## config.mk

```make
export PLATFORM = sky130hd
export DESIGN_NAME = refill_seq
export DESIGN_NICKNAME = d
export VERILOG_FILES = /design/src/rtl/refill_pkg.sv /design/src/rtl/refill_ctrl.sv /design/src/rtl/line_buf.sv /design/src/rtl/refill_seq.sv
export SDC_FILE = /design/constraint.sdc
export NUM_CORES = 1
export LEC_CHECK = 0
export BUFFER_PORTS_ARGS = -buffer_cell sky130_fd_sc_hd__buf_4
export CORE_MARGIN = 4
export CORE_UTILIZATION = 30
export DETAILED_ROUTE_END_ITERATION = 8
export GPL_TIMING_DRIVEN = 1
export PLACE_DENSITY = 0.49
export SLEW_MARGIN = 20
export SYNTH_ARGS = -nofsm -noshare
export SYNTH_HDL_FRONTEND = slang
export SYNTH_SLANG_ARGS = --single-unit
export TNS_END_PERCENT = 20
```

## constraint.sdc

```tcl
create_clock -name clk -period 1.9 [get_ports clk]
set_input_delay 0.38 -clock clk [delete_from_list [all_inputs] [get_ports clk]]
set_output_delay 0.38 -clock clk [all_outputs]
set_load 0.1 [all_outputs]
```

## src/rtl/refill_pkg.sv

```systemverilog
package refill_pkg;

  typedef enum logic [1:0] {
    ORG_NARROW      = 2'd0,
    ORG_WIDE        = 2'd1,
    ORG_INTERLEAVED = 2'd2
  } mem_org_e;

  typedef enum logic [1:0] {
    ST_IDLE = 2'd0,
    ST_ADDR = 2'd1,
    ST_WAIT = 2'd2,
    ST_XFER = 2'd3
  } refill_st_e;

  // words that one DRAM access makes available
  function automatic int words_per_access(mem_org_e org, int bus_words, int banks);
    case (org)
      ORG_WIDE:        return bus_words;
      ORG_INTERLEAVED: return banks;
      default:         return 1;
    endcase
  endfunction

  // words moved in one transfer cycle
  function automatic int words_per_beat(mem_org_e org, int bus_words);
    return (org == ORG_WIDE) ? bus_words : 1;
  endfunction

endpackage

```

## src/rtl/refill_ctrl.sv

```systemverilog
module refill_ctrl
  import refill_pkg::*;
#(
  parameter int ADDR_W     = 16,
  parameter int LINE_WORDS = 4,
  parameter int WPA        = 1,
  parameter int WPX        = 1,
  parameter int ACCESS_LAT = 15,
  parameter int CYC_W      = 8
) (
  input  logic                          clk,
  input  logic                          rst,
  input  logic                          req,
  input  logic [ADDR_W-1:0]             req_addr,
  output logic                          busy,
  output logic                          done,
  output logic [CYC_W-1:0]              cycles,
  output logic                          mem_addr_valid,
  output logic [ADDR_W-1:0]             mem_addr,
  output logic                          mem_rd_en,
  output logic [ADDR_W-1:0]             mem_rd_addr,
  output logic [$clog2(LINE_WORDS)-1:0] wr_idx
);
  localparam int OFF_W  = $clog2(LINE_WORDS);
  localparam int BEATS  = WPA / WPX;
  localparam int BEAT_W = (BEATS > 1) ? $clog2(BEATS) : 1;
  localparam int WAIT_W = (ACCESS_LAT > 1) ? $clog2(ACCESS_LAT) : 1;

  refill_st_e        st;
  logic [ADDR_W-1:0] base_q;
  logic [OFF_W-1:0]  idx;
  logic [BEAT_W-1:0] beat;
  logic [WAIT_W-1:0] wcnt;
  logic [CYC_W-1:0]  cnt;

  always_ff @(posedge clk) begin
    if (rst) begin
      st     <= ST_IDLE;
      base_q <= '0;
      idx    <= '0;
      beat   <= '0;
      wcnt   <= '0;
      cnt    <= '0;
      done   <= 1'b0;
      cycles <= '0;
    end else begin
      done <= 1'b0;
      case (st)
        ST_IDLE: begin
          if (req) begin
            st     <= ST_ADDR;
            base_q <= req_addr & ~ADDR_W'(LINE_WORDS - 1);
            idx    <= '0;
            beat   <= '0;
            cnt    <= '0;
          end
        end
        ST_ADDR: begin
          st   <= ST_WAIT;
          wcnt <= '0;
          cnt  <= cnt + CYC_W'(1);
        end
        ST_WAIT: begin
          cnt  <= cnt + CYC_W'(1);
          wcnt <= wcnt + WAIT_W'(1);
          if (wcnt == WAIT_W'(ACCESS_LAT - 1)) st <= ST_XFER;
        end
        ST_XFER: begin
          cnt <= cnt + CYC_W'(1);
          idx <= idx + OFF_W'(WPX);
          if (beat == BEAT_W'(BEATS - 1)) begin
            beat <= '0;
            wcnt <= '0;
            if (idx == OFF_W'(LINE_WORDS - WPX)) begin
              st     <= ST_IDLE;
              done   <= 1'b1;
              cycles <= cnt + CYC_W'(1);
            end else begin
              st <= ST_WAIT;
            end
          end else begin
            beat <= beat + BEAT_W'(1);
          end
        end
        default: st <= ST_IDLE;
      endcase
    end
  end

  assign busy           = (st != ST_IDLE);
  assign mem_addr_valid = (st == ST_ADDR);
  assign mem_addr       = base_q;
  assign mem_rd_en      = (st == ST_XFER);
  assign mem_rd_addr    = base_q | ADDR_W'(idx);
  assign wr_idx         = idx;

endmodule

```

## src/rtl/line_buf.sv

```systemverilog
module line_buf #(
  parameter int WORD_W     = 32,
  parameter int LINE_WORDS = 4,
  parameter int WPX        = 1
) (
  input  logic                          clk,
  input  logic                          rst,
  input  logic                          wr_en,
  input  logic [$clog2(LINE_WORDS)-1:0] wr_idx,
  input  logic [WPX*WORD_W-1:0]         wr_data,
  output logic [LINE_WORDS*WORD_W-1:0]  line
);
  for (genvar w = 0; w < LINE_WORDS; w++) begin : g_word
    localparam int LANE = w % WPX;
    localparam int SLOT = w / WPX;
    always_ff @(posedge clk) begin
      if (rst) begin
        line[w*WORD_W +: WORD_W] <= '0;
      end else if (wr_en && (int'(wr_idx) / WPX) == SLOT) begin
        line[w*WORD_W +: WORD_W] <= wr_data[LANE*WORD_W +: WORD_W];
      end
    end
  end
endmodule

```

## src/rtl/refill_seq.sv

```systemverilog
module refill_seq
  import refill_pkg::*;
#(
  parameter int       ADDR_W     = 16,
  parameter int       WORD_W     = 32,
  parameter int       LINE_WORDS = 4,
  parameter mem_org_e ORG        = ORG_NARROW,
  parameter int       BUS_WORDS  = 4,
  parameter int       BANKS      = 4,
  parameter int       ACCESS_LAT = 15,
  parameter int       CYC_W      = 8,
  localparam int      WPA        = words_per_access(ORG, BUS_WORDS, BANKS),
  localparam int      WPX        = words_per_beat(ORG, BUS_WORDS)
) (
  input  logic                         clk,
  input  logic                         rst,
  input  logic                         req,
  input  logic [ADDR_W-1:0]            req_addr,
  output logic                         busy,
  output logic                         done,
  output logic [CYC_W-1:0]             cycles,
  output logic [LINE_WORDS*WORD_W-1:0] line,
  output logic                         mem_addr_valid,
  output logic [ADDR_W-1:0]            mem_addr,
  output logic                         mem_rd_en,
  output logic [ADDR_W-1:0]            mem_rd_addr,
  input  logic [WPX*WORD_W-1:0]        mem_rdata
);
  localparam int OFF_W = $clog2(LINE_WORDS);

  logic [OFF_W-1:0] wr_idx;

  refill_ctrl #(
    .ADDR_W(ADDR_W), .LINE_WORDS(LINE_WORDS), .WPA(WPA), .WPX(WPX),
    .ACCESS_LAT(ACCESS_LAT), .CYC_W(CYC_W)
  ) u_ctrl (
    .clk(clk), .rst(rst), .req(req), .req_addr(req_addr),
    .busy(busy), .done(done), .cycles(cycles),
    .mem_addr_valid(mem_addr_valid), .mem_addr(mem_addr),
    .mem_rd_en(mem_rd_en), .mem_rd_addr(mem_rd_addr), .wr_idx(wr_idx)
  );

  line_buf #(
    .WORD_W(WORD_W), .LINE_WORDS(LINE_WORDS), .WPX(WPX)
  ) u_buf (
    .clk(clk), .rst(rst), .wr_en(mem_rd_en), .wr_idx(wr_idx),
    .wr_data(mem_rdata), .line(line)
  );

endmodule

```

* Word-level counts from Yosys, hierarchy flattened *
Cells that the tools add are included.

storage, ports and cells
  register bits = 168
  input port bits = 51
  output and inout port bits = 172
  word-level logic and storage cells = 61

cells by class
  $add $sub $neg = 4
  eq/ne operators = 11
  muxes and demuxes = 15
  bitwise logic cells = 3
  reduce and logical (&&, ||, !) cells = 16

operator list
  cell                                                  number
  zero test 32 bit                                      1
  bitwise OR 16 x 2 -> 16 bit                           1
  one-hot mux 8 bit (2 select lines)                    1
  one-hot mux 4 bit (3 select lines)                    1
  equality test 2 bit (second input constant)           5
  two-way mux 2 bit                                     5
  adder 8 x 1 -> 8 bit (second input constant)          1
  two-way mux 8 bit                                     1
  one-hot mux 2 bit (4 select lines)                    1
  AND reduction 2 bit                                   3
  AND reduction 3 bit                                   2
  OR reduction 3 bit                                    2
  adder 4 x 1 -> 4 bit (second input constant)          1
  equality test 2 x 1 -> 1 bit (second input constant)  2
  equality test 4 bit (second input constant)           1
  logical AND 1 bit                                     4
  two-way mux 4 bit                                     1
  inequality test 2 bit (second input constant)         2
  one-hot mux 2 bit (2 select lines)                    1
  nonzero test 2 bit                                    2
  two-way mux 1 bit                                     3
  nonzero test 3 bit                                    1
  adder 2 x 1 -> 2 bit (second input constant)          1
  zero test 2 bit                                       1
  other kinds (4)                                       5

* Logic depth before layout (Yosys ltp) *
Gate-level depths: netlist (run 1).

  depth after elaboration = 4
  mapped depth = 7
  depth with buffers taken out = 5

* Cells and area by module *
A second synthesis (run 1) with hierarchy kept.

unflattened totals
  cells, all modules = 656
  area total of the unflattened synthesis = 6,802.8 µm²

by module, submodules not included
  module       times used  cells each  area an instance (µm²)  seq. area each (µm²)
  line_buf     1           454         5,063.6                 2,562.5
  refill_ctrl  1           202         1,739.2                 780.7

* Worst setup path before layout (run 1) *
No wires, ideal clock.

  kind = register to output
  start = register u_ctrl.st[0]
  end = output port mem_addr_valid
  arrival = 2.085 ns
  required time = 1.520 ns
  slack = -0.565 ns
  cell stages (with the launch flop) = 4
  buffers on the path = 2
  cell sequence = dfxtp_1 buf_2 buf_2 nor2b_1

between the ends
  word-level cells in the longest chain between the ends = 1

RTL lines
  item                          line               RTL
  start: declaration            refill_ctrl.sv:29  refill_st_e st;
  start signal: assignment      refill_ctrl.sv:38  st <= ST_IDLE;
  start signal: assignment      refill_ctrl.sv:51  st <= ST_ADDR;
  start signal: assignment      refill_ctrl.sv:59  st <= ST_WAIT;
  equality test 2 x 1 -> 1 bit  refill_ctrl.sv:91  assign mem_addr_valid = (st == ST_ADDR);
  end: declaration              refill_seq.sv:23   output logic mem_addr_valid,

Every way passes these cells.

* Worst setup path in the final report (run 1) *
Ends and elaborated chain as after synthesis.

==> results_tabular.tex, run 1 <==
\begin{tabular}{lr}
\hline
Metric & Value \\
\hline
\multicolumn{2}{l}{\textbf{Timing}} \\
Post-route setup TNS & 0 ns \\
Setup repair after global routing missed its margin & false \\
Minimum clock period after layout & 1.81 ns \\
Smallest setup slack after layout & 0.0880 ns \\
Transition at the pin with the smallest max-transition slack & 0.924 ns \\
Worst slew margin relative to its limit & 38.1\% \\
Fin crit share & 95.4\% \\
Final hold viol count & 0 \\
Worst-case clock skew & 0.00802 ns \\
Maximum frequency from static timing analysis & 552 MHz \\
Max Transition Viols Final & 0 \\
Final number of setup-violating endpoints & 0 \\
\multicolumn{2}{l}{\textbf{Routing}} \\
Average detailed-routed wire length per instance & 16.1 um \\
Pre-Repair DR Iteration Count & 6 \\
Final antenna-violating net count & 0 \\
Detailed-route via count & 5710 \\
DRT Wirelength & 20100 um \\
1st-iter DRT viols & 246 \\
DRC violation count after routing & 0 \\
Vias per std cell & 4.58 \\
\multicolumn{2}{l}{\textbf{Clock tree}} \\
CTS sink count & 167 \\
Clock tree from TritonCTS & yes \\
Maximum clock path buffer count & 2 \\
Root Driver & sky130\_fd\_sc\_hd\_\_clkbuf\_16 \\
Buffers inserted during post-CTS setup optimization & 0 \\
Total clock buffers created by CTS & 17 \\
Clk\_lat worst skew & 0.42 ns \\
Clock-pin slew on the worst setup and hold paths & 0.07 ns \\
H-Tree Level Count & 4 \\
\multicolumn{2}{l}{\textbf{Power and ir drop}} \\
Sequential share of power & 43.8\% \\
Switching share of power & 26.2\% \\
Power per standard cell area & 936 nW/um\^{}2 \\
Comb pwr share & 10.6\% \\
Switching power total & 2140 uW \\
Worst vdd rail ir drop & 0.000550 V \\
Internal & 6020 uW \\
Static leakage & 0.00346 uW \\
Total power of the final layout & 8170 uW \\
Part of the total power dissipated in the clock network & 45.7\% \\
\multicolumn{2}{l}{\textbf{GRT}} \\
Global-route congestion overflow total & 0 \\
Largest net degree at the start of global routing & 48 \\
Via count of the first global-routing pass & 5366 \\
GRT Resource Usage Total & 17.2\% \\
Number of antenna violations at the first check in global routing & 0 \\
Wire length of the first global-routing pass & 30500 um \\
\multicolumn{2}{l}{\textbf{Finish}} \\
Final net count & 1025 \\
Filler-free cell count of the finished design & 1248 \\
Fin area & 8720 sq um \\
Proportion of layout cells with a drive suffix above 1 & 29.6\% \\
Number of fill cells in the layout & 2134 \\
Area growth from synthesis to layout & 41.4\% \\
Diode count & 0 \\
\multicolumn{2}{l}{\textbf{Critical path}} \\
Slowest cell on the critical path & sky130\_fd\_sc\_hd\_\_dfxtp\_2 \\
Slowest cell delay on critical path & 0.42 ns \\
Category of the worst setup path capture point & output pin \\
CP Data Required Time & 1.52 ns \\
Crit start category & flip-flop \\
Critical Path AT & 1.43 ns \\
Ordered cell list for the critical path & buf\_4 > nor2b\_2 > buf\_4 \\
Maximum net fanout on the critical path & 8 \\
Crit path top cell by count & sky130\_fd\_sc\_hd\_\_buf\_4 \\
Critical path type & flip-flop to output pin \\
\multicolumn{2}{l}{\textbf{Min path}} \\
HP Class & input pin to flip-flop \\
\multicolumn{2}{l}{\textbf{Floorplan}} \\
Starting density of the core & 30.5\% \\
Site Rows & 52 \\
Ports & 223 \\
Total core area & 20200 sq um \\
Die Y-Extent & 151 um \\
Die X & 151 um \\
Die Footprint & 22900 sq um \\
\multicolumn{2}{l}{\textbf{Logic synthesis}} \\
Yosys warning count & 0 \\
Fraction of the yosys area taken by sequential cells & 54.2\% \\
Share of the synthesized area in the top cell type & 54.2\% \\
Synthesized area per cell & 7.99 sq um \\
EDFF count, synth & 0 \\
Flip-flop and latch count after synthesis & 167 \\
Count of distinct cell types in the synthesized netlist & 35 \\
Post-synthesis async set-or-reset flop share & 0\% \\
Top cells by instance count after synthesis & sky130\_fd\_sc\_hd\_\_nand2\_1 (295), sky130\_fd\_sc\_hd\_\_dfxtp\_1 (167), sky130\_fd\_sc\_hd\_\_a21oi\_1 (149), sky130\_fd\_sc\_hd\_\_clkbuf\_1 (33), sky130\_fd\_sc\_hd\_\_buf\_2 (21) \\
Post-synth top area cell & sky130\_fd\_sc\_hd\_\_dfxtp\_1 \\
Cell area after synthesis & 6170 sq um \\
Gate count of the mapped netlist & 772 \\
Leading post-synthesis cells by cell area & sky130\_fd\_sc\_hd\_\_dfxtp\_1 (54\%), sky130\_fd\_sc\_hd\_\_nand2\_1 (18\%), sky130\_fd\_sc\_hd\_\_a21oi\_1 (12\%) \\
Dominant register cell in the synthesized netlist & sky130\_fd\_sc\_hd\_\_dfxtp\_1 \\
Most instantiated library cell after synthesis & sky130\_fd\_sc\_hd\_\_nand2\_1 \\
\multicolumn{2}{l}{\textbf{Status}} \\
Outcome & complete, no violations \\
\multicolumn{2}{l}{\textbf{Placed design}} \\
Placed Area & 8090 sq um \\
IO buf count & 218 \\
HPWL Detailed & 14100 um \\
Worst slack, placed & 0.183 ns \\
Routability-driven placement congestion ratio & 0.721 \\
DP Cell Count & 1218 \\
\multicolumn{2}{l}{\textbf{Flow run}} \\
Number of max-cap violations & 0 \\
\hline
\end{tabular}
## worst max-delay path, delay by kind of cell (launching register included)
family / cells / cell delay [ns]
and+or+nand+nor: 1 / 0.13
buffers and inverters: 2 / 0.46
DFF: 1 / 0.42
## stage by stage
stage          util (%)  hold slack, ns
6_report           43.1           0.201
5_1_grt            43.1           0.180
4_1_cts            43.1           0.185
3_5_place_dp       40.0           0.447
3_3_place_gp       40.0           0.443
2_1_floorplan         -           0.468
## layer usage
metal / vias up / GRT usage, % / routed length (um)
met5: - / 0 / 0
met4: 0 / 3.26 / 106
met3: 8 / 5.54 / 1410
met2: 138 / 28.9 / 9920
met1: 2662 / 21.6 / 8690
li1: 2902 / - / -
## flip-flops by register name (all words and copies together) (netlist names)
name             cells
u_ctrl.wr_idx        2
u_ctrl.wcnt          4
u_ctrl.done          1
u_ctrl.st            2
u_ctrl.cnt           8
u_ctrl.cycles        8
u_ctrl.mem_addr     14
u_buf.line         128
## path summary, 6_finish.rpt
check | depth (start not counted) | slack [ns] | from | end
worst max-delay path | 3 | 0.09 | u_ctrl.st[0] | mem_addr_valid
worst min-delay path | 3 | 0.20 | req_addr[9] | u_ctrl.mem_addr[9]
worst max register to register | 4 | 0.23 | u_ctrl.st[0] | u_ctrl.mem_addr[7]
worst min register to register | 2 | 0.45 | u_buf.line[47] | u_buf.line[47]
## power groups by stage
stage / clock network [uW] / registers, uW / logic [uW]
5_1_grt: 3980 / 3580 / 906
2_1_floorplan: 0 / 3870 / 389
4_1_cts: 3810 / 3570 / 870
3_5_place_dp: 0 / 3650 / 868
3_3_place_gp: 0 / 3650 / 869
6_report: 3730 / 3570 / 863
## repair_timing
action,CTS,global route
endpoints found under the setup margin,3,1
gates resized for setup,2,1
hold buffers,0,0
## cells in the final DEF, fill, tap and decap left out, types with 3 or more instances in the layout
cell                          n
sky130_fd_sc_hd__dfxtp_2      3
sky130_fd_sc_hd__nor2_1       9
sky130_fd_sc_hd__and3_1       3
sky130_fd_sc_hd__xor2_1       3
sky130_fd_sc_hd__a311oi_1     5
sky130_fd_sc_hd__nand3_1      4
sky130_fd_sc_hd__o21ai_0      4
sky130_fd_sc_hd__buf_4      240
sky130_fd_sc_hd__dfxtp_1    164
sky130_fd_sc_hd__nand3_2      6
sky130_fd_sc_hd__nor3_1       6
sky130_fd_sc_hd__a21oi_1    149
sky130_fd_sc_hd__a211oi_1     4
sky130_fd_sc_hd__xnor2_1      3
sky130_fd_sc_hd__clkbuf_16   17
sky130_fd_sc_hd__nand2_1    295
sky130_fd_sc_hd__buf_12       5
sky130_fd_sc_hd__or3_1        4
sky130_fd_sc_hd__nand4_1      3
sky130_fd_sc_hd__ha_1         7
sky130_fd_sc_hd__bufinv_16    4
sky130_fd_sc_hd__inv_1        5
sky130_fd_sc_hd__or4_1        3
## cell families (layout without fill, tap and decap cells)
logic type                 count (synthesis)  in the layout  share of synthesized area, %
AOI/OAI and AO/OA                        172            172                          14.9
xor gates and xnor gates                   6              6                         0.852
adders and majority gates                  7              7                          1.42
buffers and inverters                     77            282                          6.15
DFF                                      167            167                          54.2
other                                      1              2                        0.0608
and+or+nand+nor                          342            342                          22.4
## final cells by class
type / count / area (sq um) / area share [%]
flip-flops and latches: 167 / 3350 / 38.4
well taps: 270 / 338 / 3.87
clock inverters: 10 / 170 / 1.95
multi-input cells: 529 / 2470 / 28.4
inverters: 6 / 22.5 / 0.258
clock buffers: 20 / 457 / 5.24
repair buffers: 246 / 1910 / 21.9
No activity file was read; power rests on OpenSTA's default activity.
==> inputs of run 2 (changes only) <==
--- a/config.mk
+++ b/config.mk
@@ -11,6 +11,7 @@
 export DETAILED_ROUTE_END_ITERATION = 8
 export GPL_TIMING_DRIVEN = 1
 export PLACE_DENSITY = 0.49
+export SETUP_SLACK_MARGIN = 0.15
 export SLEW_MARGIN = 20
 export SYNTH_ARGS = -nofsm -noshare
 export SYNTH_HDL_FRONTEND = slang
==> results_tabular.tex, run 2 (synthesized netlist as in run 1, its figures left out) <==
\begin{tabular}{lr}
\hline
Metric & Value \\
\hline
\multicolumn{2}{l}{\textbf{Floorplan}} \\
Die Footprint & 22900 sq um (unchanged) \\
Total core area & 20200 sq um (unchanged) \\
Ports & 223 (unchanged) \\
Site Rows & 52 (unchanged) \\
Starting density of the core & 30.5\% (unchanged) \\
Die Y-Extent & 151 um (unchanged) \\
Die X & 151 um (unchanged) \\
\multicolumn{2}{l}{\textbf{Timing}} \\
Setup repair after global routing missed its margin & true \\
Fin crit share & 89.2\% (-6.1 points) \\
Final hold viol count & 0 (unchanged) \\
Post-route setup TNS & 0 ns (unchanged) \\
Maximum frequency from static timing analysis & 590 MHz (+6.9\%) \\
Final number of setup-violating endpoints & 0 (unchanged) \\
Minimum clock period after layout & 1.70 ns (-0.117 ns) \\
Worst-case clock skew & 0.0101 ns (+0.00203 ns) \\
Max Transition Viols Final & 0 (unchanged) \\
\multicolumn{2}{l}{\textbf{Finish}} \\
Sequential Area & 3360 sq um (+0.26\%) \\
Proportion of layout cells with a drive suffix above 1 & 29.5\% (-0.072 points) \\
Number of fill cells in the layout & 2099 (-1.6\%) \\
Diode count & 0 (unchanged) \\
Final net count & 1022 (-0.29\%) \\
Most common cell after layout, fill and taps aside & sky130\_fd\_sc\_hd\_\_nand2\_1 \\
Register bank with the most flops & u\_buf.line \\
Area growth from synthesis to layout & 42.4\% \\
Multi-input logic area & 2480 sq um (+0.30\%) \\
Most frequent cells in the layout & sky130\_fd\_sc\_hd\_\_nand2\_1 (294), sky130\_fd\_sc\_hd\_\_buf\_4 (231), sky130\_fd\_sc\_hd\_\_dfxtp\_1 (163) \\
Max reg flops & 128 (unchanged) \\
Filler-free cell count of the finished design & 1247 (-0.080\%) \\
\multicolumn{2}{l}{\textbf{Placed design}} \\
IO buf count & 218 (unchanged) \\
Routability-driven placement congestion ratio & 0.731 (+1.4\%) \\
DP Cell Count & 1213 (-0.41\%) \\
HPWL Detailed & 13600 um (-2.9\%) \\
\multicolumn{2}{l}{\textbf{Critical path}} \\
Beginning of the critical path & u\_ctrl.st[0] \\
Crit start category & flip-flop \\
Maximum net fanout on the critical path & 10 (+2) \\
Logic depth of the worst register-to-register path & 4 (unchanged) \\
CP Data Required Time & 1.52 ns (about the same) \\
Critical Path End & mem\_addr\_valid \\
Critical Path AT & 1.32 ns (-0.11 ns) \\
Register-to-register setup slack & 0.35 ns (+0.12 ns) \\
Critical path type & flip-flop to output pin \\
Launch point of the worst reg-to-reg path & u\_ctrl.cnt[1] \\
Category of the worst setup path capture point & output pin \\
R2r endpoint & u\_ctrl.cycles[6] \\
\multicolumn{2}{l}{\textbf{Clock tree}} \\
Clock-pin slew on the worst setup and hold paths & 0.07 ns (about the same) \\
Maximum clock path buffer count & 2 (unchanged) \\
Clk\_lat worst skew & 0.42 ns (about the same) \\
Clock tree from TritonCTS & yes \\
Root Driver & sky130\_fd\_sc\_hd\_\_clkbuf\_16 \\
Post-CTS Hold Buffers & 0 (unchanged) \\
H-Tree Level Count & 4 (unchanged) \\
CTS sink count & 167 (unchanged) \\
Total clock buffers created by CTS & 17 (unchanged) \\
\multicolumn{2}{l}{\textbf{GRT}} \\
Wire length of the first global-routing pass & 30200 um (-1.1\%) \\
Global-route congestion overflow total & 0 (unchanged) \\
Number of antenna violations at the first check in global routing & 0 (unchanged) \\
Largest net degree at the start of global routing & 46 (-4.2\%) \\
Via count of the first global-routing pass & 5350 (-0.30\%) \\
GRT Resource Usage Total & 16.9\% (-0.23 points) \\
\multicolumn{2}{l}{\textbf{Routing}} \\
Pre-Repair DR Iteration Count & 5 (-1) \\
Final antenna-violating net count & 0 (unchanged) \\
1st-iter DRT viols & 214 (-13\%) \\
DRC violation count after routing & 0 (unchanged) \\
DRT Wirelength & 20100 um (about the same) \\
Vias per std cell & 4.63 (+1.1\%) \\
Average detailed-routed wire length per instance & 16.1 um (about the same) \\
Detailed-route via count & 5769 (+1.0\%) \\
\multicolumn{2}{l}{\textbf{Min path}} \\
HP Class & input pin to flip-flop \\
\multicolumn{2}{l}{\textbf{Power and ir drop}} \\
Power per standard cell area & 927 nW/um\^{}2 (-0.99\%) \\
Internal & 5990 uW (-0.49\%) \\
Part of the total power dissipated in the clock network & 45.3\% (-0.4 points) \\
Switching power total & 2150 uW (+0.20\%) \\
Comb pwr share & 10.8\% (+0.2 points) \\
Worst vdd rail ir drop & 0.000589 V (+7.1\%) \\
Sequential share of power & 43.9\% (about the same) \\
Switching share of power & 26.4\% (+0.13 points) \\
Static leakage & 0.00348 uW (+0.45\%) \\
\multicolumn{2}{l}{\textbf{Flow run}} \\
Number of max-cap violations & 0 (unchanged) \\
\multicolumn{2}{l}{\textbf{Status}} \\
Outcome & complete, no violations \\
\hline
\end{tabular}
-- run 2: what timing repair did --
item / 4_1_cts / 5_1_grt
buffers inserted: 0 / 2
resized for setup: 6 / 9
setup endpoints to repair: 3 / 3
-- run 2: area by class of cell --
| cell class | count | area share (%) |
|---|---|---|
| flip-flops and latches | 167 | 38.2 |
| multi-input cells | 529 | 28.3 |
| repair buffers | 243 | 22.3 |
| clock buffers | 23 | 5.57 |
| well taps | 270 | 3.85 |
| clock inverters | 9 | 1.57 |
| inverters | 6 | 0.256 |
-- run 2: critical path, stage by stage (launching register included) --
cell and delay, ns:
sky130_fd_sc_hd__dfxtp_2 0.38, sky130_fd_sc_hd__buf_6 0.15, sky130_fd_sc_hd__nor2b_4 0.15, sky130_fd_sc_hd__buf_6 0.22
-- run 2: worst min path at each step --
stage               slack [ns]             endpoint  cells past startpoint            start
floorplan                 0.47        u_ctrl.cnt[4]                      1    u_ctrl.cnt[4]
global placement          0.44      u_buf.line[110]                      2  u_buf.line[110]
detailed placement        0.45       u_buf.line[69]                      2   u_buf.line[69]
CTS                       0.18   u_ctrl.mem_addr[7]                      3      req_addr[7]
global route              0.18   u_ctrl.mem_addr[7]                      3      req_addr[7]
finish                    0.19  u_ctrl.mem_addr[12]                      3     req_addr[12]
-- run 2: per-stage QoR --
step	utilization (%)	hold slack, ns	setup WS [ns]	cell area, sq um	total power [uW]
floorplan	-	0.468	0.105	6190	4260
global placement	40.0	0.443	0.266	8090	4520
detailed placement	40.0	0.448	0.260	8090	4520
CTS	43.2	0.181	0.0608	8740	8230
global route	43.4	0.177	0.138	8780	8450
finish	43.4	0.194	0.205	8780	8140
-- run 2: power groups by stage --
stage	combinational [uW]	sequential, uW	clock [uW]
finish	879	3570	3690
global route	920	3580	3950
floorplan	391	3870	0
detailed placement	869	3650	0
CTS	872	3570	3790
global placement	869	3650	0
-- run 2: metal layers --
metal  global-route usage [%]  routed length, um  vias up
met1                     21.2               8790     2722
met4                     2.86                100        0
met2                     28.2               9700      140
li1                         -                  -     2899
met5                        0                  0        -
met3                     6.34               1510        8
==> inputs of run 3 (changes only) <==
--- a/config.mk
+++ b/config.mk
@@ -7,10 +7,11 @@
 export LEC_CHECK = 0
 export BUFFER_PORTS_ARGS = -buffer_cell sky130_fd_sc_hd__buf_4
 export CORE_MARGIN = 4
-export CORE_UTILIZATION = 30
+export CORE_UTILIZATION = 40
+export CTS_BUF_LIST = sky130_fd_sc_hd__clkbuf_4
 export DETAILED_ROUTE_END_ITERATION = 8
 export GPL_TIMING_DRIVEN = 1
-export PLACE_DENSITY = 0.49
+export PLACE_DENSITY = 0.63
 export SETUP_SLACK_MARGIN = 0.15
 export SLEW_MARGIN = 20
 export SYNTH_ARGS = -nofsm -noshare
==> results_tabular.tex, run 3 (synthesized netlist as in run 1, its figures left out) <==
\begin{tabular}{lr}
\hline
Metric & Value \\
\hline
\multicolumn{2}{l}{\textbf{Floorplan}} \\
Site Rows & 45 (-13\%) \\
Total core area & 15100 sq um (-25\%) \\
Ports & 223 (unchanged) \\
Die X & 132 um (-13\%) \\
Die Footprint & 17500 sq um (-24\%) \\
Die Y-Extent & 132 um (-13\%) \\
Starting density of the core & 40.7\% (+10 points) \\
\multicolumn{2}{l}{\textbf{Timing}} \\
Worst slew margin relative to its limit & 60.6\% \\
Worst hold-check slack & 0.0556 ns (-0.139 ns) \\
Final number of setup-violating endpoints & 0 (unchanged) \\
Post-route setup TNS & 0 ns (unchanged) \\
Final hold viol count & 0 (unchanged) \\
Fin crit share & 93.5\% (+4.3 points) \\
Minimum clock period after layout & 1.78 ns (+0.0809 ns) \\
Transition at the pin with the smallest max-transition slack & 0.592 ns \\
Smallest setup slack after layout & 0.124 ns (-0.0809 ns) \\
Setup repair after global routing missed its margin & true \\
Worst-case clock skew & 0.0227 ns (+0.0127 ns) \\
Max Transition Viols Final & 0 (unchanged) \\
Maximum frequency from static timing analysis & 563 MHz (-4.6\%) \\
\multicolumn{2}{l}{\textbf{Status}} \\
Outcome & complete, no violations \\
\multicolumn{2}{l}{\textbf{Min path}} \\
HP Class & input pin to flip-flop \\
\multicolumn{2}{l}{\textbf{Routing}} \\
Final antenna-violating net count & 0 (unchanged) \\
DRC violation count after routing & 0 (unchanged) \\
Pre-Repair DR Iteration Count & 7 (+2) \\
DRT Wirelength & 18300 um (-8.9\%) \\
1st-iter DRT viols & 291 (+36\%) \\
Vias per std cell & 4.92 (+6.3\%) \\
Average detailed-routed wire length per instance & 15.6 um (-3.5\%) \\
Detailed-route via count & 5793 (+0.42\%) \\
\multicolumn{2}{l}{\textbf{Critical path}} \\
Critical path type & flip-flop to output pin \\
Category of the worst setup path capture point & output pin \\
Maximum net fanout on the critical path & 4 (-6) \\
Crit start category & flip-flop \\
Critical Path AT & 1.40 ns (+0.08 ns) \\
CP Data Required Time & 1.52 ns (about the same) \\
\multicolumn{2}{l}{\textbf{Clock tree}} \\
H-Tree Level Count & 4 (unchanged) \\
Clock tree from TritonCTS & yes \\
Maximum clock path buffer count & 2 (unchanged) \\
CTS sink count & 167 (unchanged) \\
Clk\_lat worst skew & 0.56 ns (+0.14 ns) \\
Clock-pin slew on the worst setup and hold paths & 0.14 ns (+0.07 ns) \\
Total clock buffers created by CTS & 17 (unchanged) \\
Root Driver & sky130\_fd\_sc\_hd\_\_clkbuf\_4 \\
\multicolumn{2}{l}{\textbf{Placed design}} \\
Placed Area & 7960 sq um (-1.6\%) \\
IO buf count & 218 (unchanged) \\
Routability-driven placement congestion ratio & 0.795 (+8.7\%) \\
Worst slack, placed & 0.312 ns (+0.0527 ns) \\
HPWL Detailed & 12800 um (-6.5\%) \\
\multicolumn{2}{l}{\textbf{Finish}} \\
Register bank with the most flops & u\_buf.line \\
Utilization of the core after routing & 55.0\% (+12 points) \\
Diode count & 0 (unchanged) \\
Final net count & 1035 (+1.3\%) \\
Max reg flops & 128 (unchanged) \\
Proportion of layout cells with a drive suffix above 1 & 29.6\% (+0.12 points) \\
Most common cell after layout, fill and taps aside & sky130\_fd\_sc\_hd\_\_nand2\_1 \\
Sequential Area & 3360 sq um (about the same) \\
Fin area & 8340 sq um (-5.1\%) \\
Area growth from synthesis to layout & 35.2\% \\
Most frequent cells in the layout & sky130\_fd\_sc\_hd\_\_nand2\_1 (294), sky130\_fd\_sc\_hd\_\_buf\_4 (242), sky130\_fd\_sc\_hd\_\_dfxtp\_1 (163) \\
Multi-input logic area & 2470 sq um (-0.40\%) \\
Number of fill cells in the layout & 1479 (-30\%) \\
\multicolumn{2}{l}{\textbf{Power and ir drop}} \\
Sequential share of power & 57.3\% (+13 points) \\
Power per standard cell area & 749 nW/um\^{}2 (-19\%) \\
Worst vdd rail ir drop & 0.000525 V (-11\%) \\
Static leakage & 0.00334 uW (-3.9\%) \\
Switching share of power & 30.1\% (+3.7 points) \\
Internal & 4360 uW (-27\%) \\
Comb pwr share & 14.1\% (+3.3 points) \\
Part of the total power dissipated in the clock network & 28.6\% (-17 points) \\
Switching power total & 1880 uW (-13\%) \\
\multicolumn{2}{l}{\textbf{GRT}} \\
GRT Resource Usage Total & 20.5\% (+3.6 points) \\
Wire length of the first global-routing pass & 28800 um (-4.4\%) \\
Number of antenna violations at the first check in global routing & 0 (unchanged) \\
Via count of the first global-routing pass & 5432 (+1.5\%) \\
Largest net degree at the start of global routing & 81 (+76\%) \\
Global-route congestion overflow total & 0 (unchanged) \\
\multicolumn{2}{l}{\textbf{Flow run}} \\
Number of max-cap violations & 0 (unchanged) \\
\hline
\end{tabular}
==> run 3: cell count changes in the layout (fill, tap and decap cells not counted), sizes merged <==
cell / before / now
bufinv: 3 / 0
buf: 243 / 250
inv: 8 / 7
dlygate4sd3: 0 / 6
clkinvlp: 1 / 2
clkinv: 3 / 6
==> run 3: per-layer routing <==
metal  vias up  wire, um  global-route usage, %
met5         -         0                      0
met3        14      1070                   6.64
met4         0       174                   5.37
met2       151      8810                   34.7
li1       2926         -                      -
met1      2702      8270                   25.3
==> run 3: final cells by class <==
cell class,count,area share [%]
Sequential cell,167,40.3
Multi-Input combinational cell,529,29.7
Timing Repair Buffer,256,24.2
Tap cell,188,2.82
Clock buffer,23,2.07
Clock inverter,9,0.660
Inverter,6,0.270
==> run 3: power groups by stage <==
stage,registers [uW],logic [uW],clock network [uW]
after floorplan,3870,391,0
after global placement,3660,841,0
after detailed placement,3660,843,0
after CTS,3580,876,1860
after global routing,3580,924,1980
final,3580,880,1780
==> run 3: path summary, 6_finish.rpt <==
kind	from	endpoint	slack (ns)	cells past startpoint
hold reg to reg	u_buf.line[112]	u_buf.line[112]	0.46	2
setup reg to reg	u_ctrl.st[1]	u_ctrl.cnt[6]	0.30	4
hold / removal	req_addr[15]	u_ctrl.mem_addr[15]	0.06	3
setup / recovery	u_ctrl.st[0]	mem_addr_valid	0.12	3
==> run 3: worst max-delay path, stage by stage (launching register included) <==
cell	delay [ns]
sky130_fd_sc_hd__dfxtp_4	0.40
sky130_fd_sc_hd__buf_6	0.11
sky130_fd_sc_hd__nor2b_4	0.16
sky130_fd_sc_hd__buf_12	0.18
==> run 3: repair_timing <==
item / 4_1_cts / 5_1_grt
endpoints found under the hold margin: 3 / 3
hold buffers: 3 / 3
pin swaps: 1 / 0
gates resized for setup: 16 / 0
buffers inserted: 5 / 0
endpoints found under the setup margin: 3 / 5
==> run 3: stage by stage <==
step | std cells | total power, uW
after floorplan | 773 | 4260
after CTS | 1175 | 6310
after detailed placement | 1135 | 4500
after global routing | 1178 | 6490
final | 1178 | 6240
after global placement | 1135 | 4500
